## src/rtl/pll_seq_pkg.sv

```systemverilog
package pll_seq_pkg;
  localparam int WORD_W     = 32;
  localparam int GATE_LSB   = 4;
  localparam int GATE_W     = 2;
  localparam int LOCK_BIT   = 31;
  localparam int OUT100_BIT = 20;
  localparam int BYPASS_BIT = 16;
  localparam int ENABLE_BIT = 13;
  localparam int PWRDN_BIT  = 12;

  typedef enum logic [2:0] {
    S_IDLE, S_GATE, S_PWRUP, S_WAIT, S_RUN, S_OUT
  } seq_state_e;

  function automatic logic [WORD_W-1:0] bit_mask(input int pos);
    return WORD_W'(1) << pos;
  endfunction

  function automatic logic [WORD_W-1:0] f_seed_pll(input logic [WORD_W-1:0] w);
    return w & ~bit_mask(LOCK_BIT);
  endfunction

  function automatic logic [WORD_W-1:0] f_ungate(input logic [WORD_W-1:0] w);
    return w | (WORD_W'((1 << GATE_W) - 1) << GATE_LSB);
  endfunction

  function automatic logic [WORD_W-1:0] f_power_up(input logic [WORD_W-1:0] w);
    return w & ~bit_mask(PWRDN_BIT);
  endfunction

  function automatic logic [WORD_W-1:0] f_run(input logic [WORD_W-1:0] w);
    return (w | bit_mask(ENABLE_BIT)) & ~bit_mask(BYPASS_BIT);
  endfunction

  function automatic logic [WORD_W-1:0] f_out_on(input logic [WORD_W-1:0] w);
    return w | bit_mask(OUT100_BIT);
  endfunction
endpackage

```

## src/rtl/pll_lock_sync.sv

```systemverilog
module pll_lock_sync #(
  parameter int STAGES = 2
) (
  input  logic clk,
  input  logic rst_n,
  input  logic d_i,
  output logic q_o
);
  logic [STAGES-1:0] sr;

  for (genvar i = 0; i < STAGES; i++) begin : g_stage
    always_ff @(posedge clk or negedge rst_n) begin
      if (!rst_n)      sr[i] <= 1'b0;
      else if (i == 0) sr[i] <= d_i;
      else             sr[i] <= sr[(i == 0) ? 0 : i-1];
    end
  end

  assign q_o = sr[STAGES-1];
endmodule

```

## src/rtl/pll_poll_timer.sv

```systemverilog
module pll_poll_timer #(
  parameter int LIMIT = 100000
) (
  input  logic clk,
  input  logic rst_n,
  input  logic clr_i,
  input  logic en_i,
  output logic last_o
);
  localparam int CW = $clog2(LIMIT + 1);
  localparam logic [CW-1:0] LAST_VAL = CW'(LIMIT - 1);

  logic [CW-1:0] cnt;

  always_ff @(posedge clk or negedge rst_n) begin
    if (!rst_n)                 cnt <= '0;
    else if (clr_i)             cnt <= '0;
    else if (en_i && !last_o)   cnt <= cnt + 1'b1;
  end

  assign last_o = (cnt == LAST_VAL);

  // the poll count never runs past the window
  a_r6_count_bound: assert property (@(posedge clk) disable iff (!rst_n)
    cnt <= LAST_VAL);
endmodule

```

## src/rtl/pll_ctrl_regs.sv

```systemverilog
module pll_ctrl_regs import pll_seq_pkg::*; #(
  parameter logic [WORD_W-1:0] RST_GATE = '0,
  parameter logic [WORD_W-1:0] RST_PLL  = 32'h0001_1000
) (
  input  logic              clk,
  input  logic              rst_n,
  input  logic              load_i,
  input  logic [WORD_W-1:0] gate_seed_i,
  input  logic [WORD_W-1:0] pll_seed_i,
  input  logic              do_gate_i,
  input  logic              do_pwrup_i,
  input  logic              do_run_i,
  input  logic              do_out_i,
  output logic [WORD_W-1:0] gate_q_o,
  output logic [WORD_W-1:0] pll_q_o
);
  always_ff @(posedge clk or negedge rst_n) begin
    if (!rst_n) begin
      gate_q_o <= RST_GATE;
    end else if (load_i) begin
      gate_q_o <= gate_seed_i;
    end else if (do_gate_i) begin
      gate_q_o <= f_ungate(gate_q_o);
    end
  end

  always_ff @(posedge clk or negedge rst_n) begin
    if (!rst_n) begin
      pll_q_o <= f_seed_pll(RST_PLL);
    end else if (load_i) begin
      pll_q_o <= f_seed_pll(pll_seed_i);
    end else if (do_pwrup_i) begin
      pll_q_o <= f_power_up(pll_q_o);
    end else if (do_run_i) begin
      pll_q_o <= f_run(pll_q_o);
    end else if (do_out_i) begin
      pll_q_o <= f_out_on(pll_q_o);
    end
  end

  // the gate word is untouched outside load and the gate step
  a_r10_gate_hold: assert property (@(posedge clk) disable iff (!rst_n)
    (!load_i && !do_gate_i) |=> $stable(gate_q_o));
endmodule

```

## src/rtl/pll_bringup_seq.sv

```systemverilog
module pll_bringup_seq import pll_seq_pkg::*; #(
  parameter int                POLL_LIMIT  = 100000,
  parameter int                SYNC_STAGES = 2,
  parameter logic [WORD_W-1:0] RST_GATE    = '0,
  parameter logic [WORD_W-1:0] RST_PLL     = 32'h0001_1000
) (
  input  logic        clk,
  input  logic        rst_n,
  input  logic        start_i,
  input  logic        lock_async_i,
  input  logic [31:0] gate_seed_i,
  input  logic [31:0] pll_seed_i,
  output logic [31:0] gate_o,
  output logic [31:0] pll_o,
  output logic        busy_o,
  output logic        done_o,
  output logic        err_o
);
  seq_state_e state, state_nx;
  logic lock_s, tmr_last;
  logic [WORD_W-1:0] pll_q;

  // named internal events
  logic load_evt, step_gate, step_pwrup, in_wait, wait_hit, wait_expired;
  logic step_run, step_out;

  assign load_evt     = (state == S_IDLE) && start_i;
  assign step_gate    = (state == S_GATE);
  assign step_pwrup   = (state == S_PWRUP);
  assign in_wait      = (state == S_WAIT);
  assign wait_hit     = in_wait && lock_s;
  assign wait_expired = in_wait && !lock_s && tmr_last;
  assign step_run     = (state == S_RUN);
  assign step_out     = (state == S_OUT);

  pll_lock_sync #(.STAGES(SYNC_STAGES)) i_sync (
    .clk(clk), .rst_n(rst_n), .d_i(lock_async_i), .q_o(lock_s));

  pll_poll_timer #(.LIMIT(POLL_LIMIT)) i_timer (
    .clk(clk), .rst_n(rst_n), .clr_i(load_evt),
    .en_i(in_wait && !lock_s), .last_o(tmr_last));

  pll_ctrl_regs #(.RST_GATE(RST_GATE), .RST_PLL(RST_PLL)) i_regs (
    .clk(clk), .rst_n(rst_n), .load_i(load_evt),
    .gate_seed_i(gate_seed_i), .pll_seed_i(pll_seed_i),
    .do_gate_i(step_gate), .do_pwrup_i(step_pwrup),
    .do_run_i(step_run), .do_out_i(step_out),
    .gate_q_o(gate_o), .pll_q_o(pll_q));

  always_comb begin
    state_nx = state;
    unique case (state)
      S_IDLE:  if (load_evt) state_nx = S_GATE;
      S_GATE:  state_nx = S_PWRUP;
      S_PWRUP: state_nx = S_WAIT;
      S_WAIT:  if (wait_hit) state_nx = S_RUN;
               else if (wait_expired) state_nx = S_IDLE;
      S_RUN:   state_nx = S_OUT;
      S_OUT:   state_nx = S_IDLE;
      default: state_nx = S_IDLE;
    endcase
  end

  always_ff @(posedge clk or negedge rst_n) begin
    if (!rst_n) begin
      state  <= S_IDLE;
      done_o <= 1'b0;
      err_o  <= 1'b0;
    end else begin
      state <= state_nx;
      if (load_evt) begin
        done_o <= 1'b0;
        err_o  <= 1'b0;
      end else if (step_out) begin
        done_o <= 1'b1;
      end else if (wait_expired) begin
        err_o  <= 1'b1;
      end
    end
  end

  assign busy_o = (state != S_IDLE);
  assign pll_o  = pll_q | (WORD_W'(lock_s) << LOCK_BIT);

  // gate field is open by the time power-up runs
  a_r3_gate_before_pwrup: assert property (@(posedge clk) disable iff (!rst_n)
    step_pwrup |-> (gate_o[GATE_LSB +: GATE_W] == '1));

  // power-down is already clear throughout the lock wait
  a_r4_pd_clear_in_wait: assert property (@(posedge clk) disable iff (!rst_n)
    in_wait |-> !pll_o[PWRDN_BIT]);

  // timeout freezes the PLL word and raises error
  a_r7_timeout_freeze: assert property (@(posedge clk) disable iff (!rst_n)
    wait_expired |=> (err_o && !busy_o && $stable(pll_o[LOCK_BIT-1:0])));

  // enable and bypass removal land together
  a_r8_run_update: assert property (@(posedge clk) disable iff (!rst_n)
    step_run |=> (pll_o[ENABLE_BIT] && !pll_o[BYPASS_BIT] && busy_o));

  // output enable follows an already-enabled PLL, with done
  a_r9_out_after_run: assert property (@(posedge clk) disable iff (!rst_n)
    step_out |=> (done_o && pll_o[OUT100_BIT] && $past(pll_o[ENABLE_BIT])));

  // done and error exclusive
  a_r12_exclusive: assert property (@(posedge clk) disable iff (!rst_n)
    !(done_o && err_o));

  // a start while busy does not restart the sequence
  a_r11_no_restart: assert property (@(posedge clk) disable iff (!rst_n)
    (in_wait && start_i && !lock_s && !tmr_last) |=> in_wait);
endmodule

```

## config.mk

```make
export PLATFORM = sky130hd
export DESIGN_NAME = pll_bringup_seq
export DESIGN_NICKNAME = d
export VERILOG_FILES = /design/src/rtl/pll_seq_pkg.sv /design/src/rtl/pll_lock_sync.sv /design/src/rtl/pll_poll_timer.sv /design/src/rtl/pll_ctrl_regs.sv /design/src/rtl/pll_bringup_seq.sv
export SDC_FILE = /design/constraint.sdc
export NUM_CORES = 1
export LEC_CHECK = 0
export ABC_AREA = 1
export ABC_CLOCK_PERIOD_IN_PS = 2100
export BUFFER_PORTS_ARGS = -buffer_cell sky130_fd_sc_hd__buf_2
export CORE_MARGIN = 10
export CORE_UTILIZATION = 30
export CTS_BUF_LIST = sky130_fd_sc_hd__clkbuf_8
export CTS_CLUSTER_DIAMETER = 30
export CTS_CLUSTER_SIZE = 40
export DETAILED_ROUTE_END_ITERATION = 10
export GPL_TIMING_DRIVEN = 0
export PLACE_DENSITY_LB_ADDON = 0.25
export SLEW_MARGIN = 20
export SYNTH_ARGS = -nofsm -noshare
export SYNTH_HDL_FRONTEND = slang
export SYNTH_HIERARCHICAL = 1
export SYNTH_SLANG_ARGS = --single-unit
```

## constraint.sdc

```tcl
create_clock -name clk -period 2.1 [get_ports clk]
set_clock_uncertainty 0.1 [all_clocks]
set_input_delay 0.21 -clock clk [delete_from_list [all_inputs] [get_ports clk]]
set_output_delay 0.21 -clock clk [all_outputs]
set_load 0.02 [all_outputs]
```

# Word-level counts from Yosys, hierarchy flattened
# Index checks and enable logic that the tools add are counted.
[word_totals] reg_bits=88 word_cells=61
[classes] addsub=1 n_eq_ne=11 n_mux=17 bitwise_logic=1 n_reduce_logical=19
[ops] op="$mux 32" n=4
[ops] op="$mux 17" n=2
[ops] op="$or 32x32->32" n=1
[ops] op="$mux 21" n=1
[ops] op="$add 17x1->17 const B" n=1
[ops] op="$eq 17x17->1 const B" n=1
[ops] op="$pmux 3 s5" n=1
[ops] op="$reduce_bool 2->1" n=6
[ops] op="$mux 3" n=3
[ops] op="$ne 2x1->1 const B" n=4
[ops] op="$eq 3x2->1 const B" n=2
[ops] op="$eq 3x3->1 const B" n=2
[ops] op="$mux 6" n=1
[ops] op="$reduce_and 2->1" n=3
[ops] op="$logic_and 1x1->1" n=5
[ops] op="$mux 1" n=5
[ops] op="$eq 3x1->1 const B" n=1
[ops] op="$logic_not 3->1" n=1
[ops] op="$ne 3x1->1 const B" n=1
[ops] op="$reduce_and 3->1" n=1
[ops] op="$reduce_bool 3->1" n=1
[ops] op="$logic_not 1->1" n=2

# Longest topological paths before layout
# Gate-level depths: netlist (run 1).
[depth] word_depth=6 mapped_depth=10

# By module
# Netlist (run 1), hierarchy kept.
[modules_own_cells] module="pll_ctrl_regs" n_inst=1 cells_each=275 area_per_inst_um2=2434.8 seq_area_each_um2=1579.0
[modules_own_cells] module="pll_poll_timer" n_inst=1 cells_each=175 area_per_inst_um2=1154.9 seq_area_each_um2=425.4
[modules_own_cells] module="pll_bringup_seq" n_inst=1 cells_each=39 area_per_inst_um2=287.8 seq_area_each_um2=125.1
[modules_own_cells] module="pll_lock_sync" n_inst=1 cells_each=2 area_per_inst_um2=50.0 seq_area_each_um2=50.0

# Worst setup path before layout (run 1)
# OpenSTA, ideal clock, no wires.
[synth_path] path_type="flip-flop to flip-flop" startpoint="reg i_timer.cnt[0]" endpoint="reg i_timer.cnt[11]" setup_ps=117 arrival_ps=1297 required_time_ps=1883 setup_slack_ps=586 stages_incl_launch_ff=9 path_buffers=0 synth_period_minus_slack_ps=1514 path_cell_list="dfrtp_1 -> ha_1 -> nand3_2 -> inv_2 -> nand3_2 -> o21ai_4 -> nand2_2 -> nand2_1 -> nand2_1"
[synth_via] elab_chain_len=4 word_cells_on_any_way=7
[synth_lines] item="start: declaration" line="pll_poll_timer.sv:13" text="logic [CW-1:0] cnt;"
[synth_lines] item="start signal: assignment" line="pll_poll_timer.sv:18" text="else if (en_i && !last_o) cnt <= cnt + 1'b1;"
[synth_lines] item="branches (longest 4 deep; another with $add 17x1->17)"
# Several ways; the timed one is not identified. The select of a mux whose other input is x is not followed.
# A chain may end at the register's enable or synchronous reset.

# Worst setup path in the final report (run 1)
[layout_path] startpoint="reg state[2]" endpoint="reg i_timer.cnt[2]"
[layout_via] elab_chain_len=4 word_cells_on_any_way=7
[layout_lines] item="start: declaration" line="pll_bringup_seq.sv:19" text="seq_state_e state, state_nx;"
[layout_lines] item="start signal: assignment" line="pll_bringup_seq.sv:70" text="state <= state_nx;"
[layout_lines] item="$eq 3x2->1" line="pll_bringup_seq.sv:30" text="assign in_wait = (state == S_WAIT);"
[layout_lines] item="$logic_and 1x1->1" line="pll_bringup_seq.sv:41" text=".en_i(in_wait && !lock_s), .last_o(tmr_last));"
[layout_lines] item="$logic_and 1x1->1" line="pll_poll_timer.sv:18"
[layout_lines] item="$reduce_bool 2->1 (no source line)"
# Several ways; a longest one is shown, not always the timed one.

==> results.sh, run 1 <==
export IMPL_antenna_cells=0
export IMPL_cp_start_kind="register"
export IMPL_netlist_area_um2=3930
export IMPL_syn_instance_count=491
export IMPL_grt_pass1_wl_um=19300
export IMPL_cts_root_buf="clkbuf_8"
export IMPL_min_period_ps=1840
export IMPL_max_vdd_ir_drop_mv=0.359
export IMPL_cts_repair_resized=0
export IMPL_nFillCells=1288
export IMPL_port_buffers=133
export IMPL_ys_ff_latch=87
export IMPL_drc=0
export IMPL_report_final_slew_viol_count=0
export IMPL_ios=135
export IMPL_design_area_um2=5630
export IMPL_cts_reportedPaths_clkPinSlew_ps=80
export IMPL_clock_sinks=87
export IMPL_wl_um=11700
export IMPL_vias_per_cell=4.32
export IMPL_core_um2=12700
export IMPL_hold_ws_ps=11.0
export IMPL_p_per_area_nw_per_um2=1260
export IMPL_cp_required_ps=2290
export IMPL_status="completed"
export IMPL_netlist_area_leader_share=0.542
export IMPL_multiInputGateArea_um2=1500
export IMPL_cts_tree="built"
export IMPL_drive_above_1_share=0.256
export IMPL_syn_nets=560
export IMPL_row_count=41
export IMPL_hold_class="in -> reg"
export IMPL_ys_warn_count=6
export IMPL_crit_type="reg -> reg"
export IMPL_dp_hpwl_um=8570
export IMPL_dr_pass1_iters=4
export IMPL_grt_max_degree=52
export IMPL_grt_overflow_total=0
export IMPL_ant_nets=0
export IMPL_power_leakage_uw=0.00308
export IMPL_post_drt_wl_per_cell_um=13.4
export IMPL_seq_area_um2=2180
export IMPL_arrival_ps=2030
export IMPL_cts_buffers_inserted=9
export IMPL_cts_buffer_depth=2
export IMPL_cp_max_fo=10
export IMPL_antenna_found_initial=0
export IMPL_fmax_mhz=544
export IMPL_setup_tns_ps=0
export IMPL_finish_utilization=0.443
export IMPL_hold_viol_final=0
export IMPL_place_gp_congestion=0.806
export IMPL_syn_area_per_cell_um2=8.00
export IMPL_die_height_um=134
export IMPL_fin_nets=766
export IMPL_via_count=3769
export IMPL_period_share=0.875
export IMPL_start_util=0.309
export IMPL_area_growth_pct=43.5
export IMPL_synthTopCellsByArea="dfrtp_1, nand2_1, nand3_1, nor2_1, inv_1"
export IMPL_h_tree_depth=3
export IMPL_seq_area_frac_synth=0.555
export IMPL_end_kind="register"
export IMPL_yosysTopAreaCell="dfrtp_1"
export IMPL_die_x_um=134
export IMPL_grtUsageTotal=0.131
export IMPL_rsz0062_at_grt="false"
export IMPL_grt_pass1_vias=3810
export IMPL_max_cap_violations=0
export IMPL_drtIter0Drc=264
export IMPL_setup_viol=0
export IMPL_place_area_um2=4840
export IMPL_synth_distinct_cells=29
export IMPL_clk_latency_ps=350
export IMPL_design_die_area_um2=18100
==> cells in the mapped netlist <==
master / count
a21oi_1: 8
a21oi_2: 1
buf_1: 1
buf_2: 5
buf_4: 7
buf_6: 3
clkbuf_1: 2
conb_1: 1
dfrtp_1: 85
dfstp_2: 2
ha_1: 1
inv_1: 30
inv_2: 3
inv_4: 1
nand2_1: 236
nand2_2: 1
nand3_1: 39
nand3_2: 4
nand4_1: 4
nor2_1: 40
nor2_2: 2
nor3_1: 2
o21ai_0: 2
o21ai_4: 1
o21bai_1: 1
o22ai_1: 1
or2_1: 1
or2_2: 1
xor2_1: 6
==> placed cells by master (no fill, tap or decap), types with 2 or more instances in the layout <==
cell type	synthesis	final
nor3_1	2	2
o21ai_0	2	2
clkinv_2	0	2
dfrtp_1	85	85
dlygate4sd3_1	0	61
clkbuf_1	2	2
nand3_2	4	4
inv_2	3	3
dfstp_2	2	2
nand4_1	4	4
inv_1	30	30
a21oi_1	8	8
buf_6	3	3
buf_2	5	137
nand3_1	39	39
nand2_1	236	236
nor2_2	2	2
xor2_1	6	6
buf_4	7	8
clkbuf_8	0	10
nor2_1	40	40
==> critical path, cell delays in order, from the launching register on <==
cell,delay [ps]
dfrtp_1,460
nor2_2,190
inv_1,80
nor2_1,230
inv_1,80
nor2_2,410
nand3_1,140
nand2_1,90
==> report_power, final <==
group          leakage [µW]  internal, µW  total (µW)  switching [µW]
registers           0.00110          2360        2780             419
logic               0.00189          1080        3180            2110
clock network     0.0000940           565        1120             556
==> area by class of cell <==
cell class / instances / area share
Inverter: 34 / 0.0231
Clock inverter: 4 / 0.00844
Tap cell: 172 / 0.0382
Sequential cell: 87 / 0.387
Multi-Input combinational cell: 352 / 0.265
Timing Repair Buffer: 195 / 0.232
Buffer: 18 / 0.0218
Clock buffer: 10 / 0.0244
==> cells by family (layout without fill, tap and decap cells) <==
group | Yosys count | in the layout | share of synthesized area
simple gates | 330 | 330 | 0.341
flops | 87 | 87 | 0.555
buf+inv | 52 | 261 | 0.0644
compound gates | 14 | 14 | 0.0226
xor+xnor | 6 | 6 | 0.0134
fa+ha+maj | 1 | 1 | 0.00319
other cells | 1 | 1 | 0.000955
==> metrics by stage <==
| stage | total power [µW] | worst slack (ps) | cells |
|---|---|---|---|
| global route | 7650 | 117 | 872 |
| floorplan | 4750 | 586 | 491 |
| global placement | 5860 | -45.9 | 796 |
| detailed placement | 5940 | 270 | 797 |
| finish | 7080 | 263 | 872 |
| CTS | 7180 | 261 | 872 |
==> flip-flops by register name (all words and copies together) (netlist names) <==
name	flops
i_regs/gate_q_o	32
i_regs/pll_q_o	31
i_timer/cnt	17
state	3
done_o	1
err_o	1
i_sync/q_o	1
i_sync/sr	1
==> layer usage <==
| layer | GRT usage | part of all wire | vias up | wire length, µm |
|---|---|---|---|---|
| met5 | 0 | 0 | - | 0 |
| met4 | 0.0502 | 0.012 | 0 | 138 |
| met3 | 0.0295 | 0.057 | 12 | 674 |
| met2 | 0.218 | 0.49 | 95 | 5710 |
| met1 | 0.160 | 0.44 | 1746 | 5210 |
| li1 | - | - | 1916 | - |
==> worst paths after layout <==
check	slack, ps	start	end	cells after the start
max	260	state[2]	i_timer/cnt[2]	7
min	10	gate_seed_i[4]	i_regs/gate_q_o[4]	3
max reg2reg	260	state[2]	i_timer/cnt[2]	7
min reg2reg	260	i_sync/sr[0]	i_sync/q_o	0
max in group asynchronous	1030	rst_n	i_timer/cnt[0]	3
min in group asynchronous	270	rst_n	i_regs/gate_q_o[17]	2
==> timing repair <==
action,in CTS,in global routing
hold endpoints to repair,94,0
setup buffers,0,0
endpoints found under the setup margin,0,0
hold buffers,61,0
Power figures use the tool's default switching activity.
==> run 2: changes to the inputs <==
--- a/config.mk
+++ b/config.mk
@@ -15,9 +15,9 @@
 export CTS_CLUSTER_SIZE = 40
 export DETAILED_ROUTE_END_ITERATION = 10
 export GPL_TIMING_DRIVEN = 0
+export MAX_ROUTING_LAYER = met4
 export PLACE_DENSITY_LB_ADDON = 0.25
 export SLEW_MARGIN = 20
 export SYNTH_ARGS = -nofsm -noshare
 export SYNTH_HDL_FRONTEND = slang
-export SYNTH_HIERARCHICAL = 1
 export SYNTH_SLANG_ARGS = --single-unit
==> results.sh, run 2 <==
export IMPL_clk_latency_ps=360
export IMPL_synth_edf_count=0
export IMPL_antenna_found_initial=0
export IMPL_wl_um=11800
export IMPL_nFillCells=1220
export IMPL_status="completed"
export IMPL_top_register="i_regs.gate_q_o"
export IMPL_cts_root_buf="clkbuf_8"
export IMPL_pwr_share_comb=0.439
export IMPL_drtIter0Drc=135
export IMPL_max_vdd_ir_drop_mv=0.696
export IMPL_seq_area_frac_synth=0.566
export IMPL_via_count=3772
export IMPL_cp_required_ps=2250
export IMPL_power_leakage_uw=0.00298
export IMPL_ios=135
export IMPL_grt_pass1_wl_um=19400
export IMPL_drive_above_1_share=0.256
export IMPL_critPathSlowestCell="dfrtp_1"
export IMPL_row_count=41
export IMPL_min_period_ps=1900
export IMPL_arrival_ps=2050
export IMPL_syn_nets=544
export IMPL_die_height_um=133
export IMPL_syn_instance_count=475
export IMPL_die_x_um=133
export IMPL_async_reset_ff_frac=1.00
export IMPL_seq_area_um2=2180
export IMPL_post_drt_wl_per_cell_um=13.7
export IMPL_crit_buf_inv=2
export IMPL_grt_pass1_vias=3994
export IMPL_yosysMostFrequentCell="nand2_1"
export IMPL_cts_reportedPaths_clkPinSlew_ps=90
export IMPL_end_kind="register"
export IMPL_yosys_most_used_dff="dfrtp_1"
export IMPL_hold_class="in -> reg"
export IMPL_stdcell_count=860
export IMPL_period_share=0.903
export IMPL_fmax_mhz=527
export IMPL_p_int_uw=4040
export IMPL_largest_registers="i_regs.gate_q_o: 32 flops, i_regs.pll_q_o: 31 flops, i_timer.cnt: 17 flops"
export IMPL_layout_commonest_cell="nand2_1"
export IMPL_vias_per_cell=4.39
export IMPL_ant_nets=0
export IMPL_p_sw_uw=3180
export IMPL_cp_common_cell="nand2_2"
export IMPL_fin_nets=752
export IMPL_core_um2=12600
export IMPL_hold_viol_final=0
export IMPL_netlist_top_cells_count="nand2_1, dfrtp_1, nor2_1, nand3_1, inv_1"
export IMPL_worst_pin_slew_ps=513
export IMPL_netlist_area_leader_share=0.553
export IMPL_sw_frac_of_total=0.440
export IMPL_report_final_slew_viol_count=0
export IMPL_largest_reg_flops=32
export IMPL_rsz0062_at_grt="false"
export IMPL_ys_ff_latch=87
export IMPL_multiInputGateArea_um2=1500
export IMPL_port_buffers=133
export IMPL_dp_hpwl_um=8420
export IMPL_finish_utilization=0.445
export IMPL_netlist_area_um2=3850
export IMPL_grt_max_degree=51
export IMPL_dr_pass1_iters=4
export IMPL_synthTopCellsByArea="dfrtp_1, nand2_1, nand3_1, nor2_1, inv_1"
export IMPL_setup_viol=0
export IMPL_ys_warn_count=0
export IMPL_p_per_area_nw_per_um2=1290
export IMPL_synth_distinct_cells=27
export IMPL_area_growth_pct=45.4
export IMPL_max_cap_violations=0
export IMPL_yosysTopAreaCell="dfrtp_1"
export IMPL_clkPwrFrac=0.168
export IMPL_drc=0
export IMPL_dp_cells=781
export IMPL_worstPathCellList="ha_2 -> inv_1 -> nor2_4 -> nand2_2 -> nor2_4 -> nand2_2 -> nand2_2 -> buf_6 -> nand2_4 -> nand2_1 -> nand2_1"
export IMPL_h_tree_depth=3
export IMPL_grtUsageTotal=0.135
export IMPL_cp_max_fo=10
export IMPL_syn_area_per_cell_um2=8.10
export IMPL_crit_type="reg -> reg"
export IMPL_cp_top_family="simple AND/OR/NAND/NOR gates"
export IMPL_layout_common_cells="nand2_1, buf_2, dfrtp_1"
export IMPL_antenna_cells=0
export IMPL_cpPeakStageDelay_ps=440
export IMPL_place_gp_congestion=0.891
export IMPL_design_die_area_um2=17800
export IMPL_clock_sinks=87
export IMPL_p_seq_frac=0.393
export IMPL_cp_start_kind="register"
export IMPL_cts_buffers_inserted=9
export IMPL_slew_headroom=0.658
export IMPL_grt_overflow_total=0
export IMPL_start_util=0.306
export IMPL_cts_tree="built"
export IMPL_cts_buffer_depth=2
run 2: cell count changes in the layout (fill, tap and decap cells not counted), moves of 3 or more:
cell	previous run	this run
nand4_1	4	7
a21oi_1	8	2
inv_1	30	16
buf_4	8	4
clkbuf_1	2	6
nand2_2	1	4
nand3_2	4	0
o21bai_1	1	4
buf_2	137	142
run 2: path summary, 6_finish.rpt:
kind | cells past startpoint | slack, ps | end | startpoint
worst max-delay path | 11 | 200 | i_timer.cnt[13] | i_timer.cnt[0]
worst min-delay path | 3 | 8 | i_regs.gate_q_o[4] | gate_seed_i[4]
worst max register to register | 11 | 200 | i_timer.cnt[13] | i_timer.cnt[0]
worst min register to register | 0 | 250 | i_sync.q_o | i_sync.sr[0]
max in group asynchronous | 3 | 960 | i_regs.pll_q_o[12] | rst_n
min in group asynchronous | 2 | 280 | i_timer.cnt[0] | rst_n
run 2: kinds of logic (layout without fill, tap and decap cells):
family	count (synthesis)	in the layout	synth area share
buffers and inverters	37	250	0.0442
and+or+nand+nor	331	331	0.350
AOI/OAI and AO/OA	12	12	0.0205
DFF	87	87	0.566
adders and majority gates	1	1	0.00325
xor gates and xnor gates	7	7	0.0159
run 2: tightest hold or removal path, delay by kind of cell:
| family | cells | cell delay [ps] |
|---|---|---|
| and+or+nand+nor | 1 | 30 |
| AOI/OAI and AO/OA | 1 | 100 |
| buffers and inverters | 1 | 80 |
run 2: area by class of cell:
class                   instances  area share
plain buffers                  20      0.0190
clock buffers                  10      0.0246
clock inverters                 6      0.0116
inverters                      17      0.0114
multi-input cells             351       0.268
flip-flops and latches         87       0.390
well taps                     172      0.0385
repair buffers                197       0.237
run 2: per-stage QoR:
stage               hold slack (ps)  setup slack (ps)  power, µW  instance area, µm²  setup TNS, ps
global route                   18.4              48.0       7740                5600              0
detailed placement              126               208       5960                4760              0
finish                         8.29               203       7220                5600              0
global placement                220             -84.3       5880                4730          -6640
CTS                            5.17               177       7270                5590              0
floorplan                      -186               477       4760                3850              0
run 2: layer usage:
| metal | global-route usage | vias to the layer above | part of all wire |
|---|---|---|---|
| li1 | - | 1887 | - |
| met1 | 0.159 | 1752 | 0.44 |
| met2 | 0.217 | 114 | 0.48 |
| met3 | 0.0398 | 19 | 0.059 |
| met4 | 0.0472 | 0 | 0.021 |
| met5 | - | - | 0 |
run 2: timing repair:
item / 4_1_cts / 5_1_grt
hold endpoints to repair: 98 / 0
gates resized for setup: 0 / 1
endpoints found under the setup margin: 0 / 2
setup buffers: 0 / 0
hold buffers: 63 / 0
run 2: power by group through the flow:
stage,clock network [µW],logic (µW),registers (µW)
4_1_cts,1230,3210,2820
3_3_place_gp,0,3070,2810
3_5_place_dp,0,3130,2830
5_1_grt,1310,3510,2920
6_report,1210,3170,2840
2_1_floorplan,0,1260,3510
==> run 3: changes to the inputs <==
--- a/config.mk
+++ b/config.mk
@@ -16,8 +16,8 @@
 export DETAILED_ROUTE_END_ITERATION = 10
 export GPL_TIMING_DRIVEN = 0
 export MAX_ROUTING_LAYER = met4
-export PLACE_DENSITY_LB_ADDON = 0.25
 export SLEW_MARGIN = 20
 export SYNTH_ARGS = -nofsm -noshare
 export SYNTH_HDL_FRONTEND = slang
+export SYNTH_HIERARCHICAL = 1
 export SYNTH_SLANG_ARGS = --single-unit
==> results.sh, run 3 (synthesis gave the netlist of run 1 again) <==
export IMPL_die_height_um=134
export IMPL_slew_headroom=0.638
export IMPL_dr_pass1_iters=4
export IMPL_grt_pass1_vias=3831
export IMPL_setup_viol=0
export IMPL_cts_buffers_inserted=9
export IMPL_design_die_area_um2=18100
export IMPL_drtIter0Drc=248
export IMPL_cts_reportedPaths_clkPinSlew_ps=80
export IMPL_grt_max_degree=49
export IMPL_grt_overflow_total=0
export IMPL_p_total_uw=7010
export IMPL_place_ws_ps=284
export IMPL_pwr_share_comb=0.455
export IMPL_crit_type="reg -> reg"
export IMPL_cts_root_buf="clkbuf_8"
export IMPL_r2r_setup_slack_ps=300
export IMPL_min_period_ps=1800
export IMPL_layout_commonest_cell="nand2_1"
export IMPL_regToRegStartpoint="state[2]"
export IMPL_fin_ws_ps=297
export IMPL_power_leakage_uw=0.00309
export IMPL_clk_latency_ps=350
export IMPL_end_kind="register"
export IMPL_cp_max_fo=10
export IMPL_clkPwrFrac=0.150
export IMPL_largest_registers="i_regs/gate_q_o: 32 flops, i_regs/pll_q_o: 31 flops, i_timer/cnt: 17 flops"
export IMPL_design_area_um2=5640
export IMPL_period_share=0.859
export IMPL_arrival_ps=1990
export IMPL_top_register="i_regs/gate_q_o"
export IMPL_p_seq_frac=0.395
export IMPL_start_util=0.309
export IMPL_status="completed"
export IMPL_grt_pass1_wl_um=19300
export IMPL_max_vdd_ir_drop_mv=0.322
export IMPL_stdcell_count=875
export IMPL_fmax_mhz=555
export IMPL_vias_per_cell=4.35
export IMPL_dp_cells=797
export IMPL_port_buffers=133
export IMPL_report_final_slew_viol_count=0
export IMPL_drc=0
export IMPL_grtUsageTotal=0.134
export IMPL_dp_hpwl_um=8200
export IMPL_drive_above_1_share=0.255
export IMPL_max_cap_violations=0
export IMPL_layout_common_cells="nand2_1, buf_2, dfrtp_1"
export IMPL_startpoint="state[2]"
export IMPL_row_count=41
export IMPL_core_um2=12700
export IMPL_rsz0062_at_grt="false"
export IMPL_cts_tree="built"
export IMPL_post_drt_wl_per_cell_um=13.4
export IMPL_rr_endpoint="i_timer/cnt[0]"
export IMPL_area_growth_pct=43.5
export IMPL_p_sw_uw=3090
export IMPL_hold_ws_ps=27.7
export IMPL_cp_start_kind="register"
export IMPL_wl_um=11700
export IMPL_antenna_cells=0
export IMPL_largest_reg_flops=32
export IMPL_worst_pin_slew_ps=543
export IMPL_p_int_uw=3920
export IMPL_via_count=3810
export IMPL_place_gp_congestion=0.878
export IMPL_p_per_area_nw_per_um2=1240
export IMPL_h_tree_depth=3
export IMPL_fin_nets=767
export IMPL_place_area_um2=4840
export IMPL_cp_required_ps=2290
export IMPL_hold_viol_final=0
export IMPL_die_x_um=134
export IMPL_cts_repair_resized=0
export IMPL_hold_class="in -> reg"
export IMPL_cts_buffer_depth=2
export IMPL_clock_sinks=87
export IMPL_crit_end="i_timer/cnt[0]"
export IMPL_ant_nets=0
export IMPL_sw_frac_of_total=0.441
export IMPL_nFillCells=1259
export IMPL_reg2reg_depth=7
export IMPL_antenna_found_initial=0
export IMPL_ios=135
## run 3: layout make-up
| type | count | area [µm²] | share of cell area |
|---|---|---|---|
| Inverter | 34 | 130 | 0.0231 |
| Clock buffer | 11 | 151 | 0.0269 |
| Buffer | 18 | 123 | 0.0218 |
| Clock inverter | 5 | 25.0 | 0.00444 |
| Timing Repair Buffer | 196 | 1320 | 0.234 |
| Sequential cell | 87 | 2180 | 0.387 |
| Multi-Input combinational cell | 352 | 1500 | 0.265 |
| Tap cell | 172 | 215 | 0.0382 |
## run 3: metal layers
metal  global-route usage  share of wire
met4               0.0520          0.027
met1                0.157           0.43
met2                0.217           0.49
met3               0.0336          0.056
met5                    -              0
## run 3: what timing repair did
| item | in CTS | in global routing |
|---|---|---|
| setup buffers | 0 | 0 |
| endpoints found under the hold margin | 100 | 0 |
| hold buffers | 62 | 0 |
| setup endpoints to repair | 0 | 0 |
## run 3: per-stage QoR
| step | TNS, ps | util |
|---|---|---|
| final | 0 | 0.443 |
| after global routing | 0 | 0.443 |
| after CTS | 0 | 0.443 |
| after detailed placement | 0 | 0.380 |
| after global placement | -7140 | 0.378 |
| after floorplan | 0 | - |
## run 3: power by group through the flow
stage	Clock [µW]	Combinational [µW]	Sequential, µW
floorplan	0	1280	3470
CTS	1120	3240	2760
global route	1210	3540	2850
global placement	0	3080	2760
finish	1050	3190	2770
detailed placement	0	3140	2780
## run 3: how the worst min path moves through the flow
stage                              start                 end  depth (start not counted)
final                     pll_seed_i[13]  i_regs/pll_q_o[13]                          4
after global routing      gate_seed_i[4]  i_regs/gate_q_o[4]                          3
after CTS                 gate_seed_i[4]  i_regs/gate_q_o[4]                          3
after detailed placement           rst_n   i_regs/pll_q_o[0]                          1
after global placement      lock_async_i        i_sync/sr[0]                          1
after floorplan                    rst_n              done_o                          0
## run 3: critical path, stage by stage (launching register included)
cell and delay (ps):
dfrtp_1 450, nor2_2 190, inv_1 70, nor2_1 210
inv_1 80, nor2_2 410, nand3_1 130, nand2_1 90
